`src/rtl/rxaf_pkg.sv`:
```
package rxaf_pkg;

    typedef enum logic [0:0] {
        RX_IDLE = 1'b0,
        RX_EMIT = 1'b1
    } rxaf_state_t;

    typedef struct packed {
        logic fwd;
        logic da_fail;
        logic sa_fail;
    } rxaf_verdict_t;

    localparam logic [1:0] CTRL_NONE     = 2'b00;
    localparam logic [1:0] CTRL_NO_PAUSE = 2'b01;
    localparam logic [1:0] CTRL_ALL      = 2'b10;
    localparam logic [1:0] CTRL_FILTERED = 2'b11;

endpackage

```
`src/rtl/rxaf_slot_cmp.sv`:
```
module rxaf_slot_cmp #(
    parameter int ABYTES = 6
) (
    input  logic [ABYTES*8-1:0] slot_addr,
    input  logic [ABYTES-1:0]   slot_mask,
    input  logic                slot_en,
    input  logic                slot_use_sa,
    input  logic [ABYTES*8-1:0] da,
    input  logic [ABYTES*8-1:0] sa,
    output logic                da_hit,
    output logic                sa_hit
);
    logic [ABYTES*8-1:0] target;
    logic [ABYTES-1:0]   byte_ok;

    assign target = slot_use_sa ? sa : da;

    for (genvar b = 0; b < ABYTES; b++) begin : g_byte
        assign byte_ok[b] = slot_mask[b] ||
                            (target[8*b +: 8] == slot_addr[8*b +: 8]);
    end

    assign da_hit = slot_en && !slot_use_sa && (&byte_ok);
    assign sa_hit = slot_en &&  slot_use_sa && (&byte_ok);
endmodule

```
`src/rtl/rxaf_policy.sv`:
```
module rxaf_policy
    import rxaf_pkg::*;
(
    input  logic          da_hit,
    input  logic          sa_hit,
    input  logic          is_bcast,
    input  logic          is_mcast,
    input  logic          is_ctrl,
    input  logic          is_pause,
    input  logic          promisc,
    input  logic          da_invert,
    input  logic          sa_invert,
    input  logic          sa_filter_en,
    input  logic          pass_all_mcast,
    input  logic          block_bcast,
    input  logic          rx_all,
    input  logic [1:0]    ctrl_policy,
    output rxaf_verdict_t verdict
);
    logic da_ok;
    logic sa_bad;
    logic filt_pass;
    logic bcast_kill;
    logic ctrl_fwd;

    always_comb begin
        if (is_bcast)
            da_ok = !block_bcast;
        else if (is_mcast && pass_all_mcast)
            da_ok = 1'b1;
        else
            da_ok = da_hit ^ da_invert;
    end

    assign sa_bad     = sa_invert ? sa_hit : !sa_hit;
    assign filt_pass  = promisc || (da_ok && !(sa_filter_en && sa_bad));
    assign bcast_kill = is_bcast && block_bcast;

    always_comb begin
        unique case (ctrl_policy)
            CTRL_NONE:     ctrl_fwd = 1'b0;
            CTRL_NO_PAUSE: ctrl_fwd = !is_pause;
            CTRL_ALL:      ctrl_fwd = 1'b1;
            CTRL_FILTERED: ctrl_fwd = filt_pass;
            default:       ctrl_fwd = 1'b0;
        endcase
    end

    always_comb begin
        verdict.da_fail = !promisc && !da_ok;
        verdict.sa_fail = !promisc && sa_bad;
        if (bcast_kill)
            verdict.fwd = 1'b0;
        else if (is_ctrl)
            verdict.fwd = ctrl_fwd;
        else
            verdict.fwd = rx_all || filt_pass;
    end
endmodule

```
`src/rtl/rxaf_top.sv`:
```
module rxaf_top
    import rxaf_pkg::*;
#(
    parameter int NSLOT  = 7,
    parameter int ABYTES = 6
) (
    input  logic                           clk,
    input  logic                           rst_n,
    input  logic                           addr_vld,
    input  logic [ABYTES*8-1:0]            rx_da,
    input  logic [ABYTES*8-1:0]            rx_sa,
    input  logic                           is_ctrl,
    input  logic                           is_pause,
    input  logic [ABYTES*8-1:0]            station_addr,
    input  logic [NSLOT-1:0][ABYTES*8-1:0] slot_addr,
    input  logic [NSLOT-1:0][ABYTES-1:0]   slot_mask,
    input  logic [NSLOT-1:0]               slot_en,
    input  logic [NSLOT-1:0]               slot_use_sa,
    input  logic                           promisc,
    input  logic                           da_invert,
    input  logic                           sa_invert,
    input  logic                           sa_filter_en,
    input  logic                           pass_all_mcast,
    input  logic                           block_bcast,
    input  logic                           rx_all,
    input  logic [1:0]                     ctrl_policy,
    output logic                           res_vld,
    output logic                           fwd,
    output logic                           da_fail,
    output logic                           sa_fail
);
    localparam int AW = ABYTES * 8;

    logic [NSLOT-1:0] slot_da_hit;
    logic [NSLOT-1:0] slot_sa_hit;
    logic             da_hit;
    logic             sa_hit;
    logic             is_bcast;
    logic             is_mcast;
    rxaf_verdict_t    verdict_d;
    rxaf_verdict_t    verdict_q;
    rxaf_state_t      state_q;
    rxaf_state_t      state_d;

    for (genvar k = 0; k < NSLOT; k++) begin : g_slot
        rxaf_slot_cmp #(.ABYTES(ABYTES)) u_cmp (
            .slot_addr   (slot_addr[k]),
            .slot_mask   (slot_mask[k]),
            .slot_en     (slot_en[k]),
            .slot_use_sa (slot_use_sa[k]),
            .da          (rx_da),
            .sa          (rx_sa),
            .da_hit      (slot_da_hit[k]),
            .sa_hit      (slot_sa_hit[k])
        );
    end

    assign da_hit   = (rx_da == station_addr) || (|slot_da_hit);
    assign sa_hit   = |slot_sa_hit;
    assign is_bcast = (rx_da == {AW{1'b1}});
    assign is_mcast = rx_da[0];

    rxaf_policy u_policy (
        .da_hit         (da_hit),
        .sa_hit         (sa_hit),
        .is_bcast       (is_bcast),
        .is_mcast       (is_mcast),
        .is_ctrl        (is_ctrl),
        .is_pause       (is_pause),
        .promisc        (promisc),
        .da_invert      (da_invert),
        .sa_invert      (sa_invert),
        .sa_filter_en   (sa_filter_en),
        .pass_all_mcast (pass_all_mcast),
        .block_bcast    (block_bcast),
        .rx_all         (rx_all),
        .ctrl_policy    (ctrl_policy),
        .verdict        (verdict_d)
    );

    // Transitions: ACCEPT (IDLE->EMIT), CHAIN (EMIT->EMIT), RETIRE (EMIT->IDLE)
    always_comb begin
        state_d = state_q;
        unique case (state_q)
            RX_IDLE: if (addr_vld) state_d = RX_EMIT;
            RX_EMIT: state_d = addr_vld ? RX_EMIT : RX_IDLE;
            default: state_d = RX_IDLE;
        endcase
    end

    always_ff @(posedge clk) begin
        if (!rst_n)
            state_q <= RX_IDLE;
        else
            state_q <= state_d;
    end

    always_ff @(posedge clk) begin
        if (!rst_n)
            verdict_q <= '0;
        else if (addr_vld)
            verdict_q <= verdict_d;
    end

    assign res_vld = (state_q == RX_EMIT);
    assign fwd     = verdict_q.fwd;
    assign da_fail = verdict_q.da_fail;
    assign sa_fail = verdict_q.sa_fail;
endmodule

```
`config.mk`:
```
export PLATFORM = sky130hd
export DESIGN_NAME = rxaf_top
export DESIGN_NICKNAME = d
export VERILOG_FILES = /design/src/rtl/rxaf_pkg.sv /design/src/rtl/rxaf_slot_cmp.sv /design/src/rtl/rxaf_policy.sv /design/src/rtl/rxaf_top.sv
export SDC_FILE = /design/constraint.sdc
export NUM_CORES = 1
export LEC_CHECK = 0
export BUFFER_PORTS_ARGS = -buffer_cell sky130_fd_sc_hd__buf_4
export CAP_MARGIN = 20
export CORE_AREA = 2 2 213 215
export CTS_CLUSTER_SIZE = 40
export DETAILED_ROUTE_END_ITERATION = 7
export DIE_AREA = 0 0 215 217
export PLACE_DENSITY_LB_ADDON = 0.25
export SYNTH_ARGS = -nofsm -noshare
export SYNTH_HDL_FRONTEND = slang
export SYNTH_SLANG_ARGS = --single-unit
```
`constraint.sdc`:
```
create_clock -name clk -period 2.5 [get_ports clk]
set_input_delay 0.25 -clock clk [delete_from_list [all_inputs] [get_ports clk]]
set_output_delay 0.25 -clock clk [all_outputs]
set_load 0.01 [all_outputs]
```
=== After elaboration in Yosys (flattened, before gate mapping) ===
Index checks and enable logic that the tools add are counted.

* Reductions and logical operators: 102
* Equal/unequal tests: 47
* Mux-type cells: 14
* Bitwise gates (word level): 1

{| class="wikitable"
|+ Operator list
! operator !! number
|-
| equality test 8 bit || 42
|-
| 2-to-1 mux 48 bit || 7
|-
| equality test 48 bit || 1
|-
| equality test 48 bit (second input constant) || 1
|-
| logical OR 1 bit || 45
|-
| AND reduction 6 bit || 7
|-
| logical AND 1 bit || 34
|-
| OR reduction 7 bit || 2
|-
| logical NOT 1 bit || 13
|-
| 2-to-1 mux 1 bit || 6
|-
| equality test 2 bit (second input constant) || 2
|-
| case mux 1 bit (4 select lines) || 1
|-
| equality test 2 x 1 -> 1 bit (second input constant) || 1
|-
| logical NOT 2 bit || 1
|-
| bitwise XOR 1 bit || 1
|}

* Word-level logic and storage cells: 168
* Input bits: 550
* Register bits: 4

=== Depth between registers and ports, before layout ===
Gate-level depths: netlist (run 1).

* Depth in word-level cells: 15
* Mapped depth: 13
* Mapped depth without buffers: 10

=== By module ===
A second synthesis (run 1) with hierarchy kept.

* Cell total of the unflattened synthesis: 985
* Area total of the unflattened synthesis: 8471.9 µm²

{| class="wikitable"
|+ Modules (own cells, without submodules)
! module !! sequential area each (µm²) !! cells an instance !! times used !! area an instance (µm²)
|-
| rxaf_slot_cmp || 0.0 || 125 || 7 || 1082.3
|-
| rxaf_top || 80.1 || 96 || 1 || 810.8
|-
| rxaf_policy || 0.0 || 14 || 1 || 85.1
|}

=== Least setup slack after synthesis (run 1) ===
Ideal clock, no wire load.

* Path kind: input-to-reg
* From: input slot_use_sa[0]
* To: register verdict_q, in the netlist da_fail
* Stages on the path: 12
* Setup slack: 0.234 ns
* Buffers on the path: 2
* Arrival time: 2.150 ns
* Library setup time: 0.115 ns
* Cell sequence: clkbuf_1 -> buf_2 -> mux2i_1 -> xnor2_1 -> nor4_1 -> a21oi_1 -> nor3_1 -> nand4_1 -> o2111ai_1 -> or3_1 -> nand3_1 -> a31o_1

* Word-level cells in the longest chain between the ends: 12

{| class="wikitable"
|+ Ends and longest elaborated chain
! item !! RTL line !! text
|-
| start: declaration || rxaf_top.sv:18 || <nowiki>input logic [NSLOT-1:0] slot_use_sa,</nowiki>
|-
| 2-to-1 mux 48 bit || rxaf_slot_cmp.sv:16 || <nowiki>assign target = slot_use_sa ? sa : da;</nowiki>
|-
| equality test 8 bit || rxaf_slot_cmp.sv:20 || <nowiki>(target[8*b +: 8] == slot_addr[8*b +: 8]);</nowiki>
|-
| logical OR 1 bit || rxaf_slot_cmp.sv:19 || <nowiki>assign byte_ok[b] = slot_mask[b] ||</nowiki>
|-
| AND reduction 6 bit || rxaf_slot_cmp.sv:23 || <nowiki>assign da_hit = slot_en && !slot_use_sa && (&byte_ok);</nowiki>
|-
| logical AND 1 bit * || rxaf_slot_cmp.sv:23 ||
|-
| OR reduction 7 bit * || rxaf_top.sv:58 || <nowiki>assign da_hit = (rx_da == station_addr) || (|slot_da_hit);</nowiki>
|-
| logical OR 1 bit * || rxaf_top.sv:58 ||
|-
| bitwise XOR 1 bit * || rxaf_policy.sv:32 || <nowiki>da_ok = da_hit ^ da_invert;</nowiki>
|-
| 2-to-1 mux 1 bit * || rxaf_policy.sv:29 || <nowiki>else if (is_mcast && pass_all_mcast)</nowiki>
|-
| 2-to-1 mux 1 bit * || rxaf_policy.sv:27 || <nowiki>if (is_bcast)</nowiki>
|-
| logical NOT 1 bit * || rxaf_policy.sv:50 || <nowiki>verdict.da_fail = !promisc && !da_ok;</nowiki>
|-
| logical AND 1 bit * || rxaf_policy.sv:50 ||
|-
| end signal: assignment || rxaf_top.sv:102 || <nowiki>verdict_q <= verdict_d;</nowiki>
|-
| end: declaration || rxaf_top.sv:41 || <nowiki>rxaf_verdict_t verdict_q;</nowiki>
|}

Every way passes the cells marked *; elsewhere a longest branch is shown, timed or not.
A chain may end at the register's enable or synchronous reset.

=== Worst setup path after layout (run 1) ===
* From: input slot_use_sa[6]
* To: register verdict_q, in the netlist fwd

* Word-level cells in the longest chain between the ends: 15

{| class="wikitable"
|+ Ends and longest elaborated chain
! item !! RTL line !! text
|-
| 2-to-1 mux 48 bit || rxaf_slot_cmp.sv:16 ||
|-
| equality test 8 bit || rxaf_slot_cmp.sv:20 ||
|-
| logical OR 1 bit || rxaf_slot_cmp.sv:19 ||
|-
| AND reduction 6 bit || rxaf_slot_cmp.sv:23, rxaf_slot_cmp.sv:24 ||
|-
| logical AND 1 bit, on equally long branches || rxaf_slot_cmp.sv:23, rxaf_slot_cmp.sv:24 ||
|-
| OR reduction 7 bit, on equally long branches || rxaf_top.sv:58, rxaf_top.sv:59 ||
|-
| logical OR 1 bit / logical NOT 1 bit (equally long branches) || rxaf_top.sv:58, rxaf_policy.sv:35 ||
|-
| bitwise XOR 1 bit / 2-to-1 mux 1 bit (equally long branches) || rxaf_policy.sv:32, rxaf_policy.sv:35 ||
|-
| 2-to-1 mux 1 bit / logical AND 1 bit (equally long branches) || rxaf_policy.sv:29, rxaf_policy.sv:36 ||
|-
| 2-to-1 mux 1 bit / logical NOT 1 bit (equally long branches) || rxaf_policy.sv:27, rxaf_policy.sv:36 ||
|-
| logical AND 1 bit * || rxaf_policy.sv:36 || <nowiki>assign filt_pass = promisc || (da_ok && !(sa_filter_en && sa_bad));</nowiki>
|-
| logical OR 1 bit * || rxaf_policy.sv:36 ||
|-
| case mux 1 bit (4 select lines) / logical OR 1 bit (equally long branches) || rxaf_policy.sv:40, rxaf_policy.sv:57 ||
|-
| 2-to-1 mux 1 bit * || rxaf_policy.sv:54 || <nowiki>else if (is_ctrl)</nowiki>
|-
| 2-to-1 mux 1 bit * || rxaf_policy.sv:52 || <nowiki>if (bcast_kill)</nowiki>
|}

Marks and branches as above.

==> results.yml, run 1 <==
final_layout:
  nNetsFinal: 2245
  area_delta_synth_final_pct: 77.0
  n_fill_cell: 4776
  drive_above_1_share_pct: 47.0
  multiInputGateArea_um2: 8390
  seqCellArea_um2: 80.1
synthesis:
  synth_cells: 1042
  async_reset_ff_share_pct: 0
  synth_edf_count: 0
  ys_types: 36
  syn-cell-area_um2: 8690
  yosys_warnings: 0
  ys_top_cells_by_area: "mux2i_1, xnor2_1, nor4_1, xor2_1, a21oi_1"
  avgSynthCellArea_um2: 8.34
  synth-seq-cells: 4
  yosysSeqAreaShare_pct: 0.921
  synthFlopType: "dfxtp_1"
  yosysTopAreaCell: "mux2i_1"
  syn-num-nets: 1592
  synth_top_area_share_pct: 38.7
floorplan:
  core_area_um2: 44700
  io_pins: 554
  initial_core_util_pct: 19.4
  dieArea_um2: 46700
  die_h_um: 217
  core.rowCount: 78
  die_w_um: 215
job:
  maxCapViolCount: 0
critical_path:
  path_max_fanout: 13
  crit_path_cell_trace: "buf_16 -> buf_16 -> mux2i_1 -> xnor2_1 -> nor4_2 -> a21oi_2 -> nor3_4 -> nand4b_1 -> o2111ai_2 -> or3_4 -> buf_6 -> nand3_2 -> o21ai_2"
  required_ns: 2.66
  start_kind: "primary input"
  crit_top_cell: "buf_16"
  reg2reg_depth: 4
  worst_ep_arrival_time_ns: 2.74
  cpMaxStageDelayCell: "nor4_2"
  path_class: "in -> reg"
  r2r-start: "fwd"
  crit_path_max_incr_delay_ns: 0.36
  reg2reg_slack_ns: 1.71
  end_kind: "register"
  rr_endpoint: "fwd"
clock_tree:
  cts_root_buf: "clkbuf_16"
  htree_num_levels: 1
  insertion_delay_ns: 0.22
  clockBufferDepth: 2
  clk_pin_slew_ns: 0.03
  cts_tree: "done"
  numCtsBuffers: 3
  cts.sinks: 4
sta:
  slew_headroom_pct: 58.9
  max_clock_freq_mhz: 388
  post-route-period-util_pct: 103
  setup_tns_ns: -0.147
  hold_viol: 0
  grt_setup_unrepaired: "true"
  tightest_slew_ns: 0.611
  setup_ws_ns: -0.0757
  finalSetupViolCount: 2
  report.final.slew_viol_count: 0
  clock_skew_ns: 0
  hold-worst-slack_ns: 0.296
  period_needed_ns: 2.58
drt:
  drt-total-wl_um: 57500
  routedWlPerCell_um: 25.0
  dr_total_vias: 10500
  drc: 0
  ant_nets: 0
  viasPerCell: 4.59
  first_pass_iters: 5
  drtIter0Drc: 451
outcome:
  status: "finished, violations left"
  violations: "negative setup slack"
global_route:
  track_usage_pct: 23.1
  grt_pass1_wl_um: 79600
  antenna_found_initial: 5
  overflow: 0
  grt_pass1_vias: 11400
  grt_max_degree: 27
place:
  globalplace.congestion: 0.945
  io_buffers: 553
  dpl.hpwl_um: 49200
power:
  powerDensity_nw_per_um2: 214
  ir_worst_vdd_v: 0.000139
  power.leakage_nw: 7.05
  p_total_mw: 3.29
min_path:
  holdPathStages: 2
  min_from: "rst_n"
  min_to: "da_fail"
  min_path_type: "in -> reg"
## layout make-up
type,count,area share (%)
repair buffers,738,39.4
flip-flops and latches,4,0.521
inverters,5,0.122
clock buffers,3,0.488
diodes,3,0.0488
well taps,600,4.88
multi-input cells,943,54.5
## worst max-delay path by stage
stage	from	to	slack [ns]	depth (start not counted)
2_1_floorplan	slot_use_sa[0]	da_fail	0.23	12
3_3_place_gp	slot_use_sa[6]	da_fail	-0.73	12
3_5_place_dp	slot_use_sa[6]	da_fail	-0.67	12
4_1_cts	slot_use_sa[6]	fwd	-0.09	14
5_1_grt	slot_use_sa[6]	fwd	-0.20	15
6_report	slot_use_sa[6]	fwd	-0.08	13
## state kept, by name (all words and copies together) (netlist names)
| name | cells |
|---|---|
| da_fail | 1 |
| fwd | 1 |
| res_vld | 1 |
| sa_fail | 1 |
## layer usage
metal | routed length [um] | track usage (%) | up-vias
li1 | - | - | 5029
met5 | 38 | 0 | -
met4 | 960 | 3.68 | 6
met3 | 3080 | 3.54 | 54
met1 | 24700 | 28.9 | 5050
met2 | 28800 | 42.5 | 404
## timing repair
| item | CTS | global route |
|---|---|---|
| hold buffers | 0 | 0 |
| setup buffers | 11 | 2 |
| resized for setup | 58 | 24 |
| endpoints found under the setup margin | 3 | 3 |
| cloned | 2 | 2 |
| pin swaps | 23 | 17 |
| endpoints found under the hold margin | 0 | 0 |
## Yosys cell counts (4+ instances only)
master    instances
inv_1             5
nor2b_1           5
nor4_1           94
dfxtp_1           4
xnor2_1         322
mux2i_1         336
clkbuf_1         49
nand4_1          22
a21oi_1          40
nor3_1            7
buf_2            17
xor2_1           62
nor2_1           14
nand3_1           7
buf_6            16
buf_4             7
nand2_1           4
## layout by cell type (no fill, tap or decap), drive strengths merged
cell type / n
nand2: 4
nand4: 22
nor2: 14
o2111ai: 3
nand3: 7
inv: 5
a41oi: 1
and2: 1
and3: 3
mux2i: 336
nand4b: 2
a21oi: 40
buf: 735
a31o: 1
a32oi: 1
xor2: 62
o221ai: 1
nor4: 94
a311o: 1
a41o: 3
nor3b: 1
or3: 1
o211ai: 2
dfxtp: 4
o21a: 2
o21ai: 2
bufbuf: 1
nor2b: 5
nand2b: 3
xnor2: 322
clkbuf: 5
nor4b: 1
nor3: 8
diode: 3
## where the power goes
part / leakage (nW) / internal [mW] / switching [mW]
Clock: 0.0370 / 0.205 / 0.0468
Combinational: 6.98 / 1.63 / 1.33
Sequential: 0.0330 / 0.0683 / 0.00344
## per-stage QoR
step           setup WS [ns]  cell area, um2  util, %  instances
4_1_cts              -0.0859           15200     34.0       2289
3_3_place_gp          -0.726           14600     32.8       2274
2_1_floorplan          0.234            8690        -       1042
6_report             -0.0757           15400     34.4       2296
5_1_grt               -0.196           15400     34.4       2295
3_5_place_dp          -0.666           14600     32.8       2274
## kinds of logic (layout without fill, tap and decap cells)
kind of cell	Yosys count	in the layout	share of synthesized area, %
XOR/XNOR	384	384	38.7
multiplexers	336	336	38.7
AND/OR/NAND/NOR	166	166	11.4
buffers and inverters	95	746	6.16
AO/OA/AOI/OAI	57	57	4.09
flip-flops	4	4	0.921
other	0	3	0
## worst max-delay path: cells and delay by family
| kind | cells | cell delay, ns |
|---|---|---|
| and+or+nand+nor | 5 | 1.22 |
| muxes | 1 | 0.23 |
| buffers and inverters | 3 | 0.39 |
| xor gates and xnor gates | 1 | 0.10 |
| AOI/OAI and AO/OA | 3 | 0.54 |
Power figures use the tool's default switching activity.
==> run 2, diff against run 1 <==
--- a/config.mk
+++ b/config.mk
@@ -8,10 +8,12 @@
 export BUFFER_PORTS_ARGS = -buffer_cell sky130_fd_sc_hd__buf_4
 export CAP_MARGIN = 20
 export CORE_AREA = 2 2 213 215
+export CTS_BUF_LIST = sky130_fd_sc_hd__clkbuf_16
 export CTS_CLUSTER_SIZE = 40
 export DETAILED_ROUTE_END_ITERATION = 7
 export DIE_AREA = 0 0 215 217
 export PLACE_DENSITY_LB_ADDON = 0.25
+export SLEW_MARGIN = 40
 export SYNTH_ARGS = -nofsm -noshare
 export SYNTH_HDL_FRONTEND = slang
 export SYNTH_SLANG_ARGS = --single-unit
==> constraint.sdc (replaced) <==
create_clock -name clk -period 2.3 [get_ports clk]
set_input_delay 0.23 -clock clk [delete_from_list [all_inputs] [get_ports clk]]
set_output_delay 0.23 -clock clk [all_outputs]
set_load 0.01 [all_outputs]
==> run 2 against run 1 <==
The run still ends with negative setup slack left. Clock-buffer cell count did not move. Flip-flop and latch count did not move. Total power rose by 14%. Final area rose by 4.8%. Utilization grew 1.6 points. Final cell count is 2.8% higher. Global-route usage grew 0.55 points. Non-clock buffer count rose by 64. Sequential power is 8.6% higher. Critical path type unchanged. Largest power group unchanged. Highest routed layer unchanged.
==> results.yml, run 2 (synthesis results as in run 1) <==
outcome:
  status: "finished, violations left"
  violations: "negative setup slack"
critical_path:
  cpMaxStageDelayCell: "nor3_4"
  path_max_fanout: 4
  end_kind: "register"
  start_kind: "primary input"
  reg2reg_slack_ns: 1.56
  rr_endpoint: "fwd"
  r2r-start: "fwd"
  crit_path_cell_trace: "buf_16 -> buf_16 -> buf_6 -> mux2i_1 -> xnor2_1 -> nor4_1 -> a21oi_1 -> nor3_4 -> nand4b_1 -> o2111ai_2 -> buf_4 -> o211ai_1 -> nand3_1 -> a31o_1"
  critPathLaunch: "slot_use_sa[6]"
  worst_ep_arrival_time_ns: 2.70
  required_ns: 2.47
  reg2reg_depth: 4
  path_class: "in -> reg"
  crit_top_cell: "buf_16"
  crit_path_max_incr_delay_ns: 0.37
power:
  p_total_mw: 3.74
  clockPowerShare_pct: 7.4
  p_int_mw: 2.18
  p_sw_mw: 1.56
  netSwitchingFraction_pct: 41.8
  powerDensity_nw_per_um2: 232
  power.leakage_nw: 7.39
  seqPwrFrac_pct: 2.1
  comb_power_share_pct: 90.5
  ir_worst_vdd_v: 0.000130
min_path:
  min_from: "rst_n"
  holdPathStages: 2
  min_path_type: "in -> reg"
  min_to: "da_fail"
sta:
  slew_headroom_pct: 55.4
  grt_setup_unrepaired: "true"
  setup_ws_ns: -0.227
  report.final.slew_viol_count: 0
  clock_skew_ns: 0
  tightest_slew_ns: 0.663
  finalSetupViolCount: 3
  period_needed_ns: 2.53
  post-route-period-util_pct: 110
  setup_tns_ns: -0.578
  hold-worst-slack_ns: 0.271
  hold_viol: 0
  max_clock_freq_mhz: 396
final_layout:
  area_delta_synth_final_pct: 85.4
  final_cell_mix: "buf_4, xnor2_1, mux2i_1"
  final_common_cell: "buf_4"
  drive_above_1_share_pct: 50.3
  nNetsFinal: 2309
  final_util_pct: 36.1
global_route:
  overflow: 0
  grt_pass1_wl_um: 80900
  antenna_found_initial: 7
  grt_max_degree: 18
  grt_pass1_vias: 11600
  track_usage_pct: 23.7
floorplan:
  initial_core_util_pct: 19.4
  dieArea_um2: 46700
  core_area_um2: 44700
  die_h_um: 217
  core.rowCount: 78
  die_w_um: 215
  io_pins: 554
drt:
  drc: 0
  first_pass_iters: 6
  viasPerCell: 4.59
  drt-total-wl_um: 58500
  ant_nets: 0
  dr_total_vias: 10800
  drtIter0Drc: 487
  routedWlPerCell_um: 24.8
place:
  dpl.hpwl_um: 49400
  io_buffers: 553
  globalplace.congestion: 0.937
job:
  maxCapViolCount: 0
clock_tree:
  clk_pin_slew_ns: 0.03
  clockBufferDepth: 2
  cts_tree: "done"
  insertion_delay_ns: 0.23
  cts.sinks: 4
  numCtsBuffers: 3
  htree_num_levels: 1
  cts_root_buf: "clkbuf_16"
[run 2: layout make-up]
| cell class | count | area (um2) |
|---|---|---|
| inverters | 5 | 18.8 |
| diodes | 3 | 7.51 |
| repair buffers | 802 | 6680 |
| multi-input cells | 943 | 8510 |
| clock buffers | 3 | 75.1 |
| fillers | 4774 | 28600 |
| flip-flops and latches | 4 | 80.1 |
| well taps | 600 | 751 |
[run 2: how the worst max path moves through the flow]
| stage | end | slack [ns] | depth (start not counted) |
|---|---|---|---|
| finish | da_fail | -0.23 | 14 |
| global route | sa_fail | -0.32 | 15 |
| CTS | da_fail | -0.21 | 13 |
| detailed placement | da_fail | -0.84 | 12 |
| global placement | fwd | -0.79 | 13 |
| floorplan | da_fail | 0.05 | 12 |
[run 2: metrics by stage]
| step | setup slack, ns | instances | cell area (um2) |
|---|---|---|---|
| after floorplan | 0.0542 | 1042 | 8690 |
| final | -0.227 | 2360 | 16100 |
| after detailed placement | -0.839 | 2330 | 15000 |
| after global routing | -0.322 | 2359 | 16100 |
| after CTS | -0.210 | 2351 | 15800 |
| after global placement | -0.791 | 2330 | 15000 |
[run 2: power by group through the flow]
stage / Combinational [mW] / Clock [mW] / Sequential (mW)
finish: 3.39 / 0.277 / 0.0780
CTS: 3.32 / 0.277 / 0.0778
floorplan: 1.49 / 0 / 0.0791
detailed placement: 3.14 / 0 / 0.0787
global placement: 3.12 / 0 / 0.0787
global route: 3.60 / 0.282 / 0.0781
[run 2: routing by layer]
| metal | vias to the layer above | wire, um | track usage (%) |
|---|---|---|---|
| met1 | 5182 | 24900 | 29.6 |
| met3 | 74 | 3170 | 3.98 |
| met4 | 8 | 1350 | 4.76 |
| li1 | 5169 | - | - |
| met2 | 404 | 29000 | 42.8 |
| met5 | - | 49 | 0 |
[run 2: critical path: cells and delay by family]
family	cells	cell delay, ns
muxes	1	0.17
buffers and inverters	4	0.51
and+or+nand+nor	4	1.02
xor gates and xnor gates	1	0.10
AOI/OAI and AO/OA	4	0.66
[run 2: what timing repair did]
action | in CTS | in global routing
pin swaps | 40 | 31
hold buffers | 0 | 0
gates cloned | 7 | 1
buffers inserted | 11 | 6
gates resized for setup | 81 | 47
endpoints found under the setup margin | 3 | 3
==> run 3, diff against run 2 <==
--- a/config.mk
+++ b/config.mk
@@ -5,14 +5,14 @@
 export SDC_FILE = /design/constraint.sdc
 export NUM_CORES = 1
 export LEC_CHECK = 0
+export ABC_AREA = 1
 export BUFFER_PORTS_ARGS = -buffer_cell sky130_fd_sc_hd__buf_4
 export CAP_MARGIN = 20
-export CORE_AREA = 2 2 213 215
+export CORE_AREA = 2 2 219 221
 export CTS_BUF_LIST = sky130_fd_sc_hd__clkbuf_16
 export CTS_CLUSTER_SIZE = 40
 export DETAILED_ROUTE_END_ITERATION = 7
-export DIE_AREA = 0 0 215 217
-export PLACE_DENSITY_LB_ADDON = 0.25
+export DIE_AREA = 0 0 221 223
 export SLEW_MARGIN = 40
 export SYNTH_ARGS = -nofsm -noshare
 export SYNTH_HDL_FRONTEND = slang
==> run 3 against run 2 <==
Largest cell class unchanged. Sequential power shrank 2%. Clock-buffer cell count unchanged. Synthesized cell count rose to 2.6 times the previous value. Maximum frequency increased by 10%. The run now ends clean. Critical endpoint is now fwd. Critical path depth is 10 higher. Non-clock buffer count is the same. Die area grew 5.6%.
==> results.yml, run 3 <==
sta:
  post-route-period-util_pct: 99.5
  hold_viol: 0
  slew_headroom_pct: 76.4
  report.final.slew_viol_count: 0
  finalSetupViolCount: 0
  tightest_slew_ns: 0.351
  max_clock_freq_mhz: 437
  clock_skew_ns: 0
  period_needed_ns: 2.29
  grt_setup_unrepaired: "true"
critical_path:
  start_kind: "primary input"
  reg2reg_depth: 2
  reg2reg_slack_ns: 1.67
  required_ns: 2.46
  path_buf_inv: 3
  rr_endpoint: "da_fail"
  crit_top_cell: "nand2_1"
  path_class: "in -> reg"
  crit_family: "simple AND/OR/NAND/NOR gates"
  crit_path_max_incr_delay_ns: 0.18
  crit_path_cell_trace: "buf_16 -> buf_12 -> clkbuf_16 -> o21ai_0 -> nand2_1 -> nand2_1 -> nand2_1 -> nor2_1 -> nand2_1 -> nand2_2 -> nand2_1 -> nor2_4 -> nand3_2 -> nand2_2 -> nor2_2 -> nand2_1 -> nand2_2 -> nand3_2 -> nand3_4 -> nand3_2 -> nand2_1 -> nand2_1 -> nand2_1 -> a21oi_2"
  worst_ep_arrival_time_ns: 2.45
  cpMaxStageDelayCell: "clkbuf_16"
  end_kind: "register"
  path_max_fanout: 15
  r2r-start: "da_fail"
min_path:
  min_to: "res_vld"
  holdPathStages: 3
  min_path_type: "in -> reg"
  min_from: "rst_n"
place:
  dpl.hpwl_um: 56800
  globalplace.congestion: 0.942
  io_buffers: 553
  dp.cells: 4005
clock_tree:
  cts.sinks: 4
  clockBufferDepth: 2
  clk_pin_slew_ns: 0.03
  numCtsBuffers: 3
  htree_num_levels: 1
  insertion_delay_ns: 0.23
  cts_tree: "done"
  cts_root_buf: "clkbuf_16"
synthesis:
  syn-num-nets: 3297
  syn-cell-area_um2: 12300
  async_reset_ff_share_pct: 0
  synth_edf_count: 0
  synth_common_cells: "nand2_1, inv_1, nand3_1"
  synth-seq-cells: 4
  yosys.area_share.simple_pct: 74.4
  synth_top_family_by_area: "simple AND/OR/NAND/NOR gates"
  synth_xor_area_share_pct: 3.84
  synth_cells: 2747
  yosys_warnings: 0
  synthAdderAreaFrac_pct: 0
  ys_types: 30
  avgSynthCellArea_um2: 4.49
  yosysTopAreaCell: "nand2_1"
  yosysSeqAreaShare_pct: 0.650
  synthFlopType: "dfxtp_1"
  synthMuxAreaShare_pct: 0
  synth_top_area_share_pct: 48.3
  ys_top_cells_by_area: "nand2_1, nand3b_1, nand3_1, inv_1, nor2_1"
  yosysMostFrequentCell: "nand2_1"
  synth_compound_area_share_pct: 5.59
global_route:
  overflow: 0
  track_usage_pct: 26.5
  grt_pass1_wl_um: 103000
  antenna_found_initial: 2
  grt_max_degree: 33
  grt_pass1_vias: 17600
final_layout:
  final_cell_mix: "nand2_1, buf_4, inv_1"
  fin_cells: 4043
  n_fill_cell: 5278
  drive_above_1_share_pct: 27.2
  final_util_pct: 41.9
  final_common_cell: "nand2_1"
  area_delta_synth_final_pct: 60.3
  nNetsFinal: 3978
floorplan:
  io_pins: 554
  initial_core_util_pct: 26.1
  die_h_um: 223
  die_w_um: 221
  dieArea_um2: 49300
  core_area_um2: 47100
  core.rowCount: 80
drt:
  ant_nets: 0
  drc: 0
  routedWlPerCell_um: 17.9
  drtIter0Drc: 1582
  first_pass_iters: 8
  dr_total_vias: 19500
  viasPerCell: 4.83
  drt-total-wl_um: 72400
power:
  power.leakage_nw: 11.9
  ir_worst_vdd_v: 0.000214
  powerDensity_nw_per_um2: 205
outcome:
  status: "finished clean"
job:
  maxCapViolCount: 0
[run 3: how the worst max path moves through the flow]
| stage | start | end | slack (ns) | cells past startpoint |
|---|---|---|---|---|
| global placement | slot_use_sa[3] | fwd | -0.53 | 24 |
| floorplan | slot_use_sa[3] | fwd | 0.32 | 20 |
| CTS | slot_use_sa[3] | fwd | -0.03 | 25 |
| finish | slot_use_sa[1] | fwd | 0.01 | 24 |
| global route | slot_use_sa[1] | fwd | -0.13 | 24 |
| detailed placement | slot_use_sa[3] | fwd | -0.58 | 24 |
[run 3: metal layers]
layer	track usage, %	part of all wire, %	vias to the layer above	wire length [um]
li1	-	-	9890	-
met1	34.9	43	8704	31500
met2	45.9	47	807	33700
met3	3.36	7.1	115	5130
met4	6.28	2.9	2	2100
met5	0	0.015	-	11
[run 3: cell type report]
cell class / count / area [um2] / share of cell area, %
antenna: 2 / 5.00 / 0.0253
clock buffer: 3 / 75.1 / 0.380
inverter: 293 / 1180 / 5.98
multi-input combinational: 2324 / 10700 / 54.0
timing repair buffer: 802 / 6980 / 35.3
tap: 615 / 769 / 3.89
sequential: 4 / 80.1 / 0.405
[run 3: logic make-up (layout without fill, tap and decap cells)]
group,after synthesis,count (layout)
xor+xnor,54,54
compound gates,112,112
other cells,0,2
buf+inv,419,1098
flops,4,4
simple gates,2158,2158
[run 3: worst register-to-register path: stages (launching register included)]
cell     delay, ns
dfxtp_1       0.30
o21ai_0       0.16
a21oi_1       0.05
[run 3: power breakdown]
| part | internal [mW] | switching (mW) | total, mW |
|---|---|---|---|
| clock network | 0.222 | 0.0517 | 0.274 |
| logic | 1.78 | 1.92 | 3.70 |
| registers | 0.0743 | 0.00220 | 0.0765 |
[run 3: repair_timing]
action	CTS	global route
hold buffers	0	0
setup endpoints to repair	3	3
gates resized for setup	73	114
buffers inserted	7	9
pin swaps	19	63
cloned	5	13
[run 3: through the flow]
stage | setup TNS [ns] | setup slack, ns | power [mW] | hold slack, ns | cell area (um2)
5_1_grt | -0.229 | -0.129 | 4.43 | 0.243 | 19800
6_report | 0 | 0.0122 | 4.05 | 0.239 | 19800
4_1_cts | -0.0325 | -0.0325 | 3.84 | 0.239 | 19000
3_3_place_gp | -1.08 | -0.532 | 3.41 | 0.444 | 18400
2_1_floorplan | 0 | 0.321 | 1.81 | 0.323 | 12300
3_5_place_dp | -1.17 | -0.577 | 3.45 | 0.449 | 18400
